[src/rtl/busclk_cal_pkg.sv]
package busclk_cal_pkg;

  typedef enum logic [1:0] {
    ST_IDLE,
    ST_MEAS,
    ST_DIV,
    ST_DONE
  } cal_state_e;

  // Integer ceiling division used to fold limits into reference-cycle counts
  function automatic longint ceil_div(input longint num, input longint den);
    return (num + den - 1) / den;
  endfunction

endpackage

[src/rtl/bcal_sync.sv]
module bcal_sync #(
  parameter int STAGES = 2
) (
  input  logic clk,
  input  logic rst_n,
  input  logic d_i,
  output logic q_o
);

  logic [STAGES-1:0] chain_q;

  generate
    for (genvar g = 0; g < STAGES; g++) begin : g_stage
      if (g == 0) begin : g_first
        always_ff @(posedge clk) begin
          if (!rst_n) chain_q[0] <= 1'b0;
          else        chain_q[0] <= d_i;
        end
      end else begin : g_next
        always_ff @(posedge clk) begin
          if (!rst_n) chain_q[g] <= 1'b0;
          else        chain_q[g] <= chain_q[g-1];
        end
      end
    end
  endgenerate

  assign q_o = chain_q[STAGES-1];

endmodule

[src/rtl/bcal_window.sv]
module bcal_window #(
  parameter int TS_W    = 32,
  parameter int DISCARD = 2,
  parameter int CYCLES  = 256
) (
  input  logic            clk,
  input  logic            rst_n,
  input  logic            clr_i,
  input  logic            en_i,
  input  logic            lvl_i,
  output logic            fin_o,
  output logic [TS_W-1:0] span_o
);

  localparam int LAST_EDGE = DISCARD + CYCLES;
  localparam int CNT_W     = $clog2(LAST_EDGE + 1);

  logic [TS_W-1:0]  ts_q;
  logic [TS_W-1:0]  t_open_q;
  logic [TS_W-1:0]  t_close_q;
  logic [CNT_W-1:0] edges_q;
  logic             prev_q;
  logic             rise;

  // Free-running reference timestamp
  always_ff @(posedge clk) begin
    if (!rst_n) ts_q <= '0;
    else        ts_q <= ts_q + 1'b1;
  end

  // Previous level starts high so a wave already high is not an edge
  always_ff @(posedge clk) begin
    if (!rst_n || clr_i) prev_q <= 1'b1;
    else                 prev_q <= lvl_i;
  end

  assign rise = en_i && !prev_q && lvl_i;

  always_ff @(posedge clk) begin
    if (!rst_n || clr_i) begin
      edges_q   <= '0;
      t_open_q  <= '0;
      t_close_q <= '0;
      fin_o     <= 1'b0;
    end else begin
      fin_o <= 1'b0;
      if (rise && edges_q != CNT_W'(LAST_EDGE)) begin
        edges_q <= edges_q + 1'b1;
        if (edges_q == CNT_W'(DISCARD - 1)) t_open_q <= ts_q;
        if (edges_q == CNT_W'(LAST_EDGE - 1)) begin
          t_close_q <= ts_q;
          fin_o     <= 1'b1;
        end
      end
    end
  end

  assign span_o = t_close_q - t_open_q;

endmodule

[src/rtl/bcal_divider.sv]
module bcal_divider #(
  parameter int N_W = 45,
  parameter int D_W = 25
) (
  input  logic           clk,
  input  logic           rst_n,
  input  logic           abort_i,
  input  logic           go_i,
  input  logic [N_W-1:0] num_i,
  input  logic [D_W-1:0] den_i,
  output logic           done_o,
  output logic [N_W-1:0] quo_o
);

  localparam int IT_W = $clog2(N_W + 1);

  logic [D_W:0]    rem_q;
  logic [N_W-1:0]  quo_q;
  logic [IT_W-1:0] left_q;
  logic            busy_q;
  logic [D_W:0]    trial;
  logic            take;

  assign trial = {rem_q[D_W-1:0], quo_q[N_W-1]};
  assign take  = trial >= {1'b0, den_i};

  always_ff @(posedge clk) begin
    if (!rst_n || abort_i) begin
      rem_q  <= '0;
      quo_q  <= '0;
      left_q <= '0;
      busy_q <= 1'b0;
      done_o <= 1'b0;
    end else begin
      done_o <= 1'b0;
      if (go_i) begin
        rem_q  <= '0;
        quo_q  <= num_i;
        left_q <= IT_W'(N_W);
        busy_q <= 1'b1;
      end else if (busy_q) begin
        rem_q  <= take ? (trial - {1'b0, den_i}) : trial;
        quo_q  <= {quo_q[N_W-2:0], take};
        left_q <= left_q - 1'b1;
        if (left_q == IT_W'(1)) begin
          busy_q <= 1'b0;
          done_o <= 1'b1;
        end
      end
    end
  end

  assign quo_o = quo_q;

endmodule

[src/rtl/busclk_calibrator.sv]
module busclk_calibrator
  import busclk_cal_pkg::*;
#(
  parameter int TS_W        = 32,
  parameter int PER_W       = 32,
  parameter int REF_PS      = 8000,
  parameter int TICK_DIV    = 520,
  parameter int HALF_CNT    = 63,
  parameter int CYCLES      = 256,
  parameter int DISCARD     = 2,
  parameter int LOW_MHZ     = 25,
  parameter int HIGH_MHZ    = 75,
  parameter int DEF_MHZ     = 66,
  parameter int CLASS_NS    = 20,
  parameter int SYNC_STAGES = 2
) (
  input  logic             clk_ref,
  input  logic             rst_n,
  input  logic             start_i,
  input  logic             wave_i,
  output logic             done_o,
  output logic [PER_W-1:0] period_o,
  output logic             valid_o,
  output logic             fast_o
);

  // Divider constant: ps-to-ns scale times square-wave cycles times ticks per cycle
  localparam longint NORM      = 64'd1000 * longint'(CYCLES) * longint'(2 * (HALF_CNT + 1));
  localparam int     D_W       = $clog2(NORM + 1);
  localparam int     PS_W      = $clog2(REF_PS + 1);
  localparam int     DVD_W     = TS_W + PS_W;

  // Limits in nanoseconds per tick
  localparam longint LOW_LIM   = (64'd1000 * TICK_DIV) / LOW_MHZ;
  localparam longint HIGH_LIM  = (64'd1000 * TICK_DIV) / HIGH_MHZ;
  localparam longint DEF_NS    = (64'd1000 * TICK_DIV) / DEF_MHZ;
  localparam longint CLASS_LIM = longint'(CLASS_NS) * TICK_DIV;

  // Same limits folded into reference cycles over the whole window
  localparam logic [63:0] T_SLOW  = 64'(ceil_div((LOW_LIM + 1) * NORM, REF_PS));
  localparam logic [63:0] T_FAST  = 64'(ceil_div(HIGH_LIM * NORM, REF_PS));
  localparam logic [63:0] T_CLASS = 64'(ceil_div(CLASS_LIM * NORM, REF_PS));
  localparam bit          DEF_FAST = (DEF_NS < CLASS_LIM);
  localparam logic [DVD_W-1:0] PER_MAX = DVD_W'({PER_W{1'b1}});

  cal_state_e        st_q;
  logic              lvl;
  logic              win_fin;
  logic [TS_W-1:0]   span;
  logic [63:0]       span_w;
  logic              div_done;
  logic [DVD_W-1:0]  quo;
  logic [DVD_W-1:0]  num;
  logic [PER_W-1:0]  per_meas;
  logic              fail_q;
  logic              class_q;
  logic              out_of_range;
  logic              fast_win;

  bcal_sync #(.STAGES(SYNC_STAGES)) u_sync (
    .clk   (clk_ref),
    .rst_n (rst_n),
    .d_i   (wave_i),
    .q_o   (lvl)
  );

  bcal_window #(
    .TS_W    (TS_W),
    .DISCARD (DISCARD),
    .CYCLES  (CYCLES)
  ) u_window (
    .clk    (clk_ref),
    .rst_n  (rst_n),
    .clr_i  (start_i),
    .en_i   (st_q == ST_MEAS),
    .lvl_i  (lvl),
    .fin_o  (win_fin),
    .span_o (span)
  );

  assign num = DVD_W'(span) * DVD_W'(REF_PS);

  bcal_divider #(
    .N_W (DVD_W),
    .D_W (D_W)
  ) u_div (
    .clk     (clk_ref),
    .rst_n   (rst_n),
    .abort_i (start_i),
    .go_i    (win_fin && st_q == ST_MEAS),
    .num_i   (num),
    .den_i   (D_W'(NORM)),
    .done_o  (div_done),
    .quo_o   (quo)
  );

  // Range and class decisions on the raw window length
  assign span_w       = 64'(span);
  assign out_of_range = (span_w >= T_SLOW) || (span_w < T_FAST);
  assign fast_win     = (span_w < T_CLASS);

  assign per_meas = (quo > PER_MAX) ? {PER_W{1'b1}} : quo[PER_W-1:0];

  always_ff @(posedge clk_ref) begin
    if (!rst_n) begin
      st_q     <= ST_IDLE;
      done_o   <= 1'b0;
      period_o <= '0;
      valid_o  <= 1'b0;
      fast_o   <= 1'b0;
      fail_q   <= 1'b0;
      class_q  <= 1'b0;
    end else if (start_i) begin
      st_q    <= ST_MEAS;
      done_o  <= 1'b0;
      valid_o <= 1'b0;
    end else begin
      case (st_q)
        ST_MEAS: begin
          if (win_fin) begin
            st_q    <= ST_DIV;
            fail_q  <= out_of_range;
            class_q <= fast_win;
          end
        end
        ST_DIV: begin
          if (div_done) begin
            st_q     <= ST_DONE;
            done_o   <= 1'b1;
            period_o <= fail_q ? PER_W'(DEF_NS) : per_meas;
            valid_o  <= !fail_q;
            fast_o   <= fail_q ? DEF_FAST : class_q;
          end
        end
        default: ;
      endcase
    end
  end

endmodule

[config.mk]
export PLATFORM = sky130hd
export DESIGN_NAME = busclk_calibrator
export DESIGN_NICKNAME = d
export VERILOG_FILES = /design/src/rtl/busclk_cal_pkg.sv /design/src/rtl/bcal_sync.sv /design/src/rtl/bcal_window.sv /design/src/rtl/bcal_divider.sv /design/src/rtl/busclk_calibrator.sv
export SDC_FILE = /design/constraint.sdc
export NUM_CORES = 1
export LEC_CHECK = 0
export ABC_AREA = 1
export BUFFER_PORTS_ARGS = -buffer_cell sky130_fd_sc_hd__clkbuf_2
export CORE_ASPECT_RATIO = 0.9
export CORE_UTILIZATION = 46
export CTS_CLUSTER_DIAMETER = 50
export DETAILED_ROUTE_END_ITERATION = 16
export HOLD_SLACK_MARGIN = 0.1
export PLACE_DENSITY = 0.73
export SYNTH_ARGS = -nofsm -noshare
export SYNTH_HDL_FRONTEND = slang
export SYNTH_SLANG_ARGS = --single-unit
[constraint.sdc]
create_clock -name clk_ref -period 15.4 [get_ports clk_ref]
set_input_delay 3.85 -clock clk_ref [delete_from_list [all_inputs] [get_ports clk_ref]]
set_output_delay 3.85 -clock clk_ref [all_outputs]
set_load 0.02 [all_outputs]
## Yosys cells after proc, flatten, opt, wreduce, memory -nomap -nowiden

Cells that the tools add are included.

- Logic and storage cells: 88
- Flip-flop bits (word level): 226

- Reductions and logical operators: 23
- Order comparisons: 5
- Equality and inequality tests: 10
- Bitwise operators: 4
- Multipliers: 1
- Add/subtract/negate cells: 5
- Mux-type cells: 17

Operator list:

| cell | number |
|---|---|
| 45-bit 2-to-1 mux | 2 |
| 32-bit 2-to-1 mux | 2 |
| 45-bit by 32-bit > comparator with 1-bit output, second input constant | 1 |
| 32-bit by 7-bit multiplier with 39-bit output, second input constant | 1 |
| 32-bit by 1-bit adder with 32-bit output, second input constant | 1 |
| 32-bit by 27-bit >= comparator with 1-bit output, second input constant | 1 |
| 32-bit by 25-bit < comparator with 1-bit output, second input constant | 1 |
| 32-bit by 26-bit < comparator with 1-bit output, second input constant | 1 |
| 32-bit subtractor | 1 |
| 26-bit by 25-bit >= comparator with 1-bit output, second input constant | 1 |
| 25-bit 2-to-1 mux | 1 |
| 25-bit subtractor, second input constant | 1 |
| 6-bit 2-to-1 mux | 2 |
| 3-bit AND reduction | 4 |
| 9-bit by 1-bit adder with 9-bit output, second input constant | 1 |
| 9-bit by 1-bit == test with 1-bit output, second input constant | 1 |
| 9-bit == test, second input constant | 1 |
| 9-bit != test, second input constant | 1 |
| 1-bit 2-to-1 mux | 7 |
| 6-bit by 1-bit == test with 1-bit output, second input constant | 1 |
| 2-bit AND reduction | 3 |
| 2-bit OR reduction | 3 |
| 6-bit by 1-bit subtractor with 6-bit output, second input constant | 1 |
| 1-bit logical AND | 4 |
| 14 further kinds | 22 |

## Longest topological paths before layout

- Depth in word-level cells: 6
- Mapped depth: 36
- Mapped depth without buffers: 36

## By module

Synthesis repeated with hierarchy kept, for this count alone.

- Cells, all modules: 3,182
- Area, all modules: 21,090.2 um^2

By module, submodules not included:

| module | instances | seq. area each (um^2) | cells each | area each (um^2) |
|---|---|---|---|---|
| busclk_calibrator | 1 | 780.7 | 1,088 | 8,175.3 |
| bcal_window | 1 | 2,142.1 | 1,130 | 7,113.1 |
| bcal_divider | 1 | 1,561.5 | 958 | 5,746.8 |
| bcal_sync | 1 | 40.0 | 6 | 55.1 |

## Worst setup path after synthesis

No wires, ideal clock.

- Path type: flip-flop to flip-flop
- From: register u_window.t_close_q[0]
- To: register u_div.quo_q[43] (netlist: u_div.quo_o[43])
- Arrival: 5,510 ps
- Setup time: 132 ps
- Cell stages (with the launch flop): 31
- Data required time: 15,268 ps
- Setup slack: 9,758 ps
- Clock period less this slack: 5,642 ps
- Cell sequence: dfxtp_1 > inv_1 > ha_1 > inv_1 > fa_1 > nand3_1 > nand3_2 > nand2_1 > nand2_1 > nand2_1 > nand3_2 > inv_1 > o21ai_0 > xor2_1 > inv_1 > fa_1 > inv_1 > fa_1 > fa_1 > fa_1 > inv_1 > ha_1 > nand2_1 > nor2_1 > inv_1 > nor4_1 > o21ai_0 > nand3_1 > nor2_1 > o21ai_0 > a21oi_1

- Cells in the longest elaborated chain, start to end: 3

RTL lines:

| what | RTL line | source |
|---|---|---|
| from (decl) | bcal_window.sv:20 | `logic [TS_W-1:0] t_close_q;` |
| from (signal assigned) | bcal_window.sv:51 | `t_close_q <= ts_q;` |
| 32-bit subtractor | bcal_window.sv:58 | `assign span_o = t_close_q - t_open_q;` |
| 32-bit by 7-bit multiplier with 39-bit output | busclk_calibrator.sv:81 | `assign num = DVD_W'(span) * DVD_W'(REF_PS);` |
| 45-bit 2-to-1 mux | bcal_divider.sv:36 | `if (go_i) begin` |
| to (signal assigned) | bcal_divider.sv:38 | `quo_q <= num_i;` |
| to (signal assigned) | bcal_divider.sv:43 | `quo_q <= {quo_q[N_W-2:0], take};` |
| to (decl) | bcal_divider.sv:18 | `logic [N_W-1:0] quo_q;` |

No other way between the ends.
A chain may end at the register's enable or synchronous reset.

## Worst setup path in the final report

- From: register u_window.t_close_q[0]
- To: register u_div.quo_q[37] (netlist: u_div.quo_o[37])

The elaborated chain is that of the path after synthesis.

==> Flow_metrics.wiki <==
{| class="wikitable"
! Metric !! Value
|-
| Number of vias in the routed layout || 15.2k
|-
| Root buffer cell || sky130_fd_sc_hd__clkbuf_16
|-
| First drt pass iteration count || 6
|-
| Die Height || 185 um
|-
| Initial cell density of the core || 47.1%
|-
| Period utilisation layout || 44.7%
|-
| Delay of the slowest critical-path stage || 0.60 ns
|-
| Worst-Skew Late Latency || 0.54 ns
|-
| Async set-reset flop share out of synthesis || 0%
|-
| Unrepaired setup endpoints after global routing || false
|-
| Category of the most critical setup path || reg2reg
|-
| DP Area || 17800 um2
|-
| Cell types occupying the most area after synthesis || sky130_fd_sc_hd__dfxtp_1 26%, sky130_fd_sc_hd__fa_1 12%, sky130_fd_sc_hd__nand2_1 11%, sky130_fd_sc_hd__ha_1 9.5%, sky130_fd_sc_hd__inv_1 9.3%
|-
| Grt met1 use || 31.7%
|-
| Global route overflow || 0
|-
| Number of antenna violations at the first check in global routing || 0
|-
| Setup-failing EPs final || 0
|-
| Routed WL || 41500 um
|-
| Drt initial violations || 997
|-
| First-pass GRT wire length || 69800 um
|-
| Cell with the biggest individual delay on the critical path || sky130_fd_sc_hd__nor4_1
|-
| Final Net Count || 2645
|-
| Data arrival time of the critical path || 7.32 ns
|-
| Maximum clock frequency || 145 MHz
|-
| Level count of the clock H-tree || 1
|-
| Total negative slack || 0 ns
|-
| Met2 GRT Util || 35.6%
|-
| DRT antenna net count || 0
|-
| Share of the synthesized area in the top cell type || 26.4%
|-
| Number of different library cells in the post-synthesis netlist || 56
|-
| Count of input and output buffers || 38
|-
| Remaining max-slew budget at the tightest pin || 21.8%
|-
| Nets in the synthesized netlist || 2639
|-
| Clock input transition at the sequential cells of the worst setup and hold paths || 0.06 ns
|-
| Status || complete, no violations
|-
| Syn Inst Count || 2400
|-
| Clock period minus worst slack || 6.88 ns
|-
| Synth warnings || 0
|-
| Number of hold-slack violations in the final timing report || 0
|-
| Post-synthesis sequential element count || 226
|-
| Leakage || 8.55 nW
|-
| HPWL after detailed placement || 32500 um
|-
| Pin count of the biggest net entering global routing || 79
|-
| Cell type with the largest total area after synthesis || sky130_fd_sc_hd__dfxtp_1
|-
| Pin slew with the least headroom to its limit || 1.17 ns
|-
| Critical path fanouts, max || 6
|-
| Width of the die || 206 um
|-
| Finished Cell Area || 18700 um2
|-
| Most used DFF post-synth || sky130_fd_sc_hd__dfxtp_1
|-
| PostCTS Resize Cnt || 0
|-
| Sinks on the clock net || 226
|-
| Met3 usage in global routing || 2.29%
|-
| Critical path endpoint category || register
|-
| Synthesized area || 17200 um2
|-
| Post-Syn Area per Cell || 7.15 um2
|-
| Post-DR wirelength/cell || 14.3 um
|-
| Most frequently used cell type in the post-synthesis netlist || sky130_fd_sc_hd__nand2_1
|-
| GRT Overall Usage || 22.2%
|-
| Final setup slack of the worst path || 8.52 ns
|-
| Area of the die || 38100 um2
|-
| Hold buffer count at CTS || 0
|-
| Placeable Area || 36400 um2
|-
| Mean number of vias per cell || 5.23
|-
| Power per cell area || 67.6 nW/um2
|-
| Worst Skew || 0.0264 ns
|-
| Number of remaining DRC errors || 0
|-
| Startpoint class of the critical path || register
|-
| Total I/O pin count || 39
|-
| Final weighted congestion in routability-driven placement || 0.965
|-
| Max capacitance violation total || 0
|-
| Portion of the post-synthesis area used by sequential elements || 26.4%
|-
| Proportion of layout cells with a drive suffix above 1 || 5.77%
|-
| Buffers inserted during post-CTS setup optimization || 0
|-
| Type of the worst min-delay path || reg2reg
|-
| Max Transition Viols Final || 0
|-
| VDD IR-drop max || 0.0715 mV
|-
| Count of standard-cell rows || 66
|-
| Post-synth EDFFs || 0
|-
| Via count of the first global-routing pass || 14.4k
|-
| Cts bufs inserted || 26
|-
| Commonest cells post-synth || 502 x sky130_fd_sc_hd__nand2_1, 425 x sky130_fd_sc_hd__inv_1, 234 x sky130_fd_sc_hd__a21oi_1
|-
| Required time worst endpoint || 15.85 ns
|-
| Diodes inserted || 0
|-
| Post-placement setup slack || 8.26 ns
|-
| Post-synthesis to final-layout area growth || 9.00%
|-
| Maximum count of clock buffers along a single path || 3
|-
| Layer with the highest usage || met2
|-
| CTS tree || done
|}
==> worst paths after layout <==
kind                          from               to  slack (ns)  depth (start not counted)
max          u_window.t_close_q[0]  u_div.quo_o[37]        8.52                         31
min              u_sync.chain_q[0]       u_sync.q_o        0.42                          2
max reg2reg  u_window.t_close_q[0]  u_div.quo_o[37]        8.52                         31
min reg2reg      u_sync.chain_q[0]       u_sync.q_o        0.42                          2
==> critical path, delay by kind of cell, from the launching register on <==
| kind | cells | cell delay, ns |
|---|---|---|
| AO/OA/AOI/OAI | 5 | 0.55 |
| XOR/XNOR | 1 | 0.51 |
| adder cells (fa/ha/maj) | 7 | 2.89 |
| buffers and inverters | 6 | 0.60 |
| flip-flops | 1 | 0.31 |
| AND/OR/NAND/NOR | 12 | 1.93 |
==> per-stage QoR <==
stage / utilization (%) / power, mW / cells / hold WS [ns]
after floorplan: - / 0.613 / 2400 / 0.390
after global placement: 48.8 / 0.618 / 2854 / 0.398
after detailed placement: 48.8 / 0.619 / 2854 / 0.407
after CTS: 51.3 / 1.28 / 2902 / 0.423
after global routing: 51.3 / 1.30 / 2902 / 0.442
final: 51.3 / 1.26 / 2902 / 0.421
==> cells by family (layout without fill, tap and decap cells) <==
kind of cell / after synthesis / count (layout) / share of synthesized area (%)
and+or+nand+nor: 887 / 887 / 22.2
buffers and inverters: 500 / 526 / 11.0
AOI/OAI and AO/OA: 494 / 494 / 15.6
adders and majority gates: 235 / 235 / 21.7
DFF: 226 / 226 / 26.4
xor gates and xnor gates: 58 / 58 / 3.01
==> cells in the final DEF, fill, tap and decap left out, drive strengths merged, types with 73 or more instances in the layout <==
cell	netlist	layout
o21ai	166	166
ha	130	130
nand3	95	95
nand2	516	516
dfxtp	226	226
nor2	181	181
inv	430	431
fa	105	105
a21oi	234	234
clkbuf	55	73
==> report_power, final <==
part / internal (mW) / switching [mW]
combinational: 0.00419 / 0.0145
clock: 0.403 / 0.255
sequential: 0.586 / 0.000849
==> final cells by class <==
type / count / area (um2)
clock buffer: 35 / 766
clock inverter: 13 / 174
fill: 3553 / 17700
inverter: 431 / 1620
multi-input combinational: 1674 / 10800
sequential: 226 / 4530
tap: 476 / 596
timing repair buffer: 47 / 258
==> flip-flops by register name, summed over array words and instances, names as in the netlist <==
name / count
fail_q: 1
u_div.rem_q: 25
u_sync.chain_q: 1
fast_o: 1
st_q: 2
u_window.t_open_q: 32
u_window.t_close_q: 32
u_div.done_o: 1
u_div.left_q: 6
class_q: 1
u_window.fin_o: 1
u_window.ts_q: 32
u_div.busy_q: 1
u_window.edges_q: 9
u_window.prev_q: 1
done_o: 1
u_div.quo_o: 45
period_o: 32
u_sync.q_o: 1
valid_o: 1
==> per-layer routing <==
| layer | vias to the layer above | part of all wire [%] |
|---|---|---|
| li1 | 7721 | - |
| met3 | 74 | 3.8 |
| met4 | 0 | 2.6 |
| met2 | 330 | 43 |
| met1 | 7052 | 50 |
| met5 | - | 0 |
(Power assumes the default switching activity.)
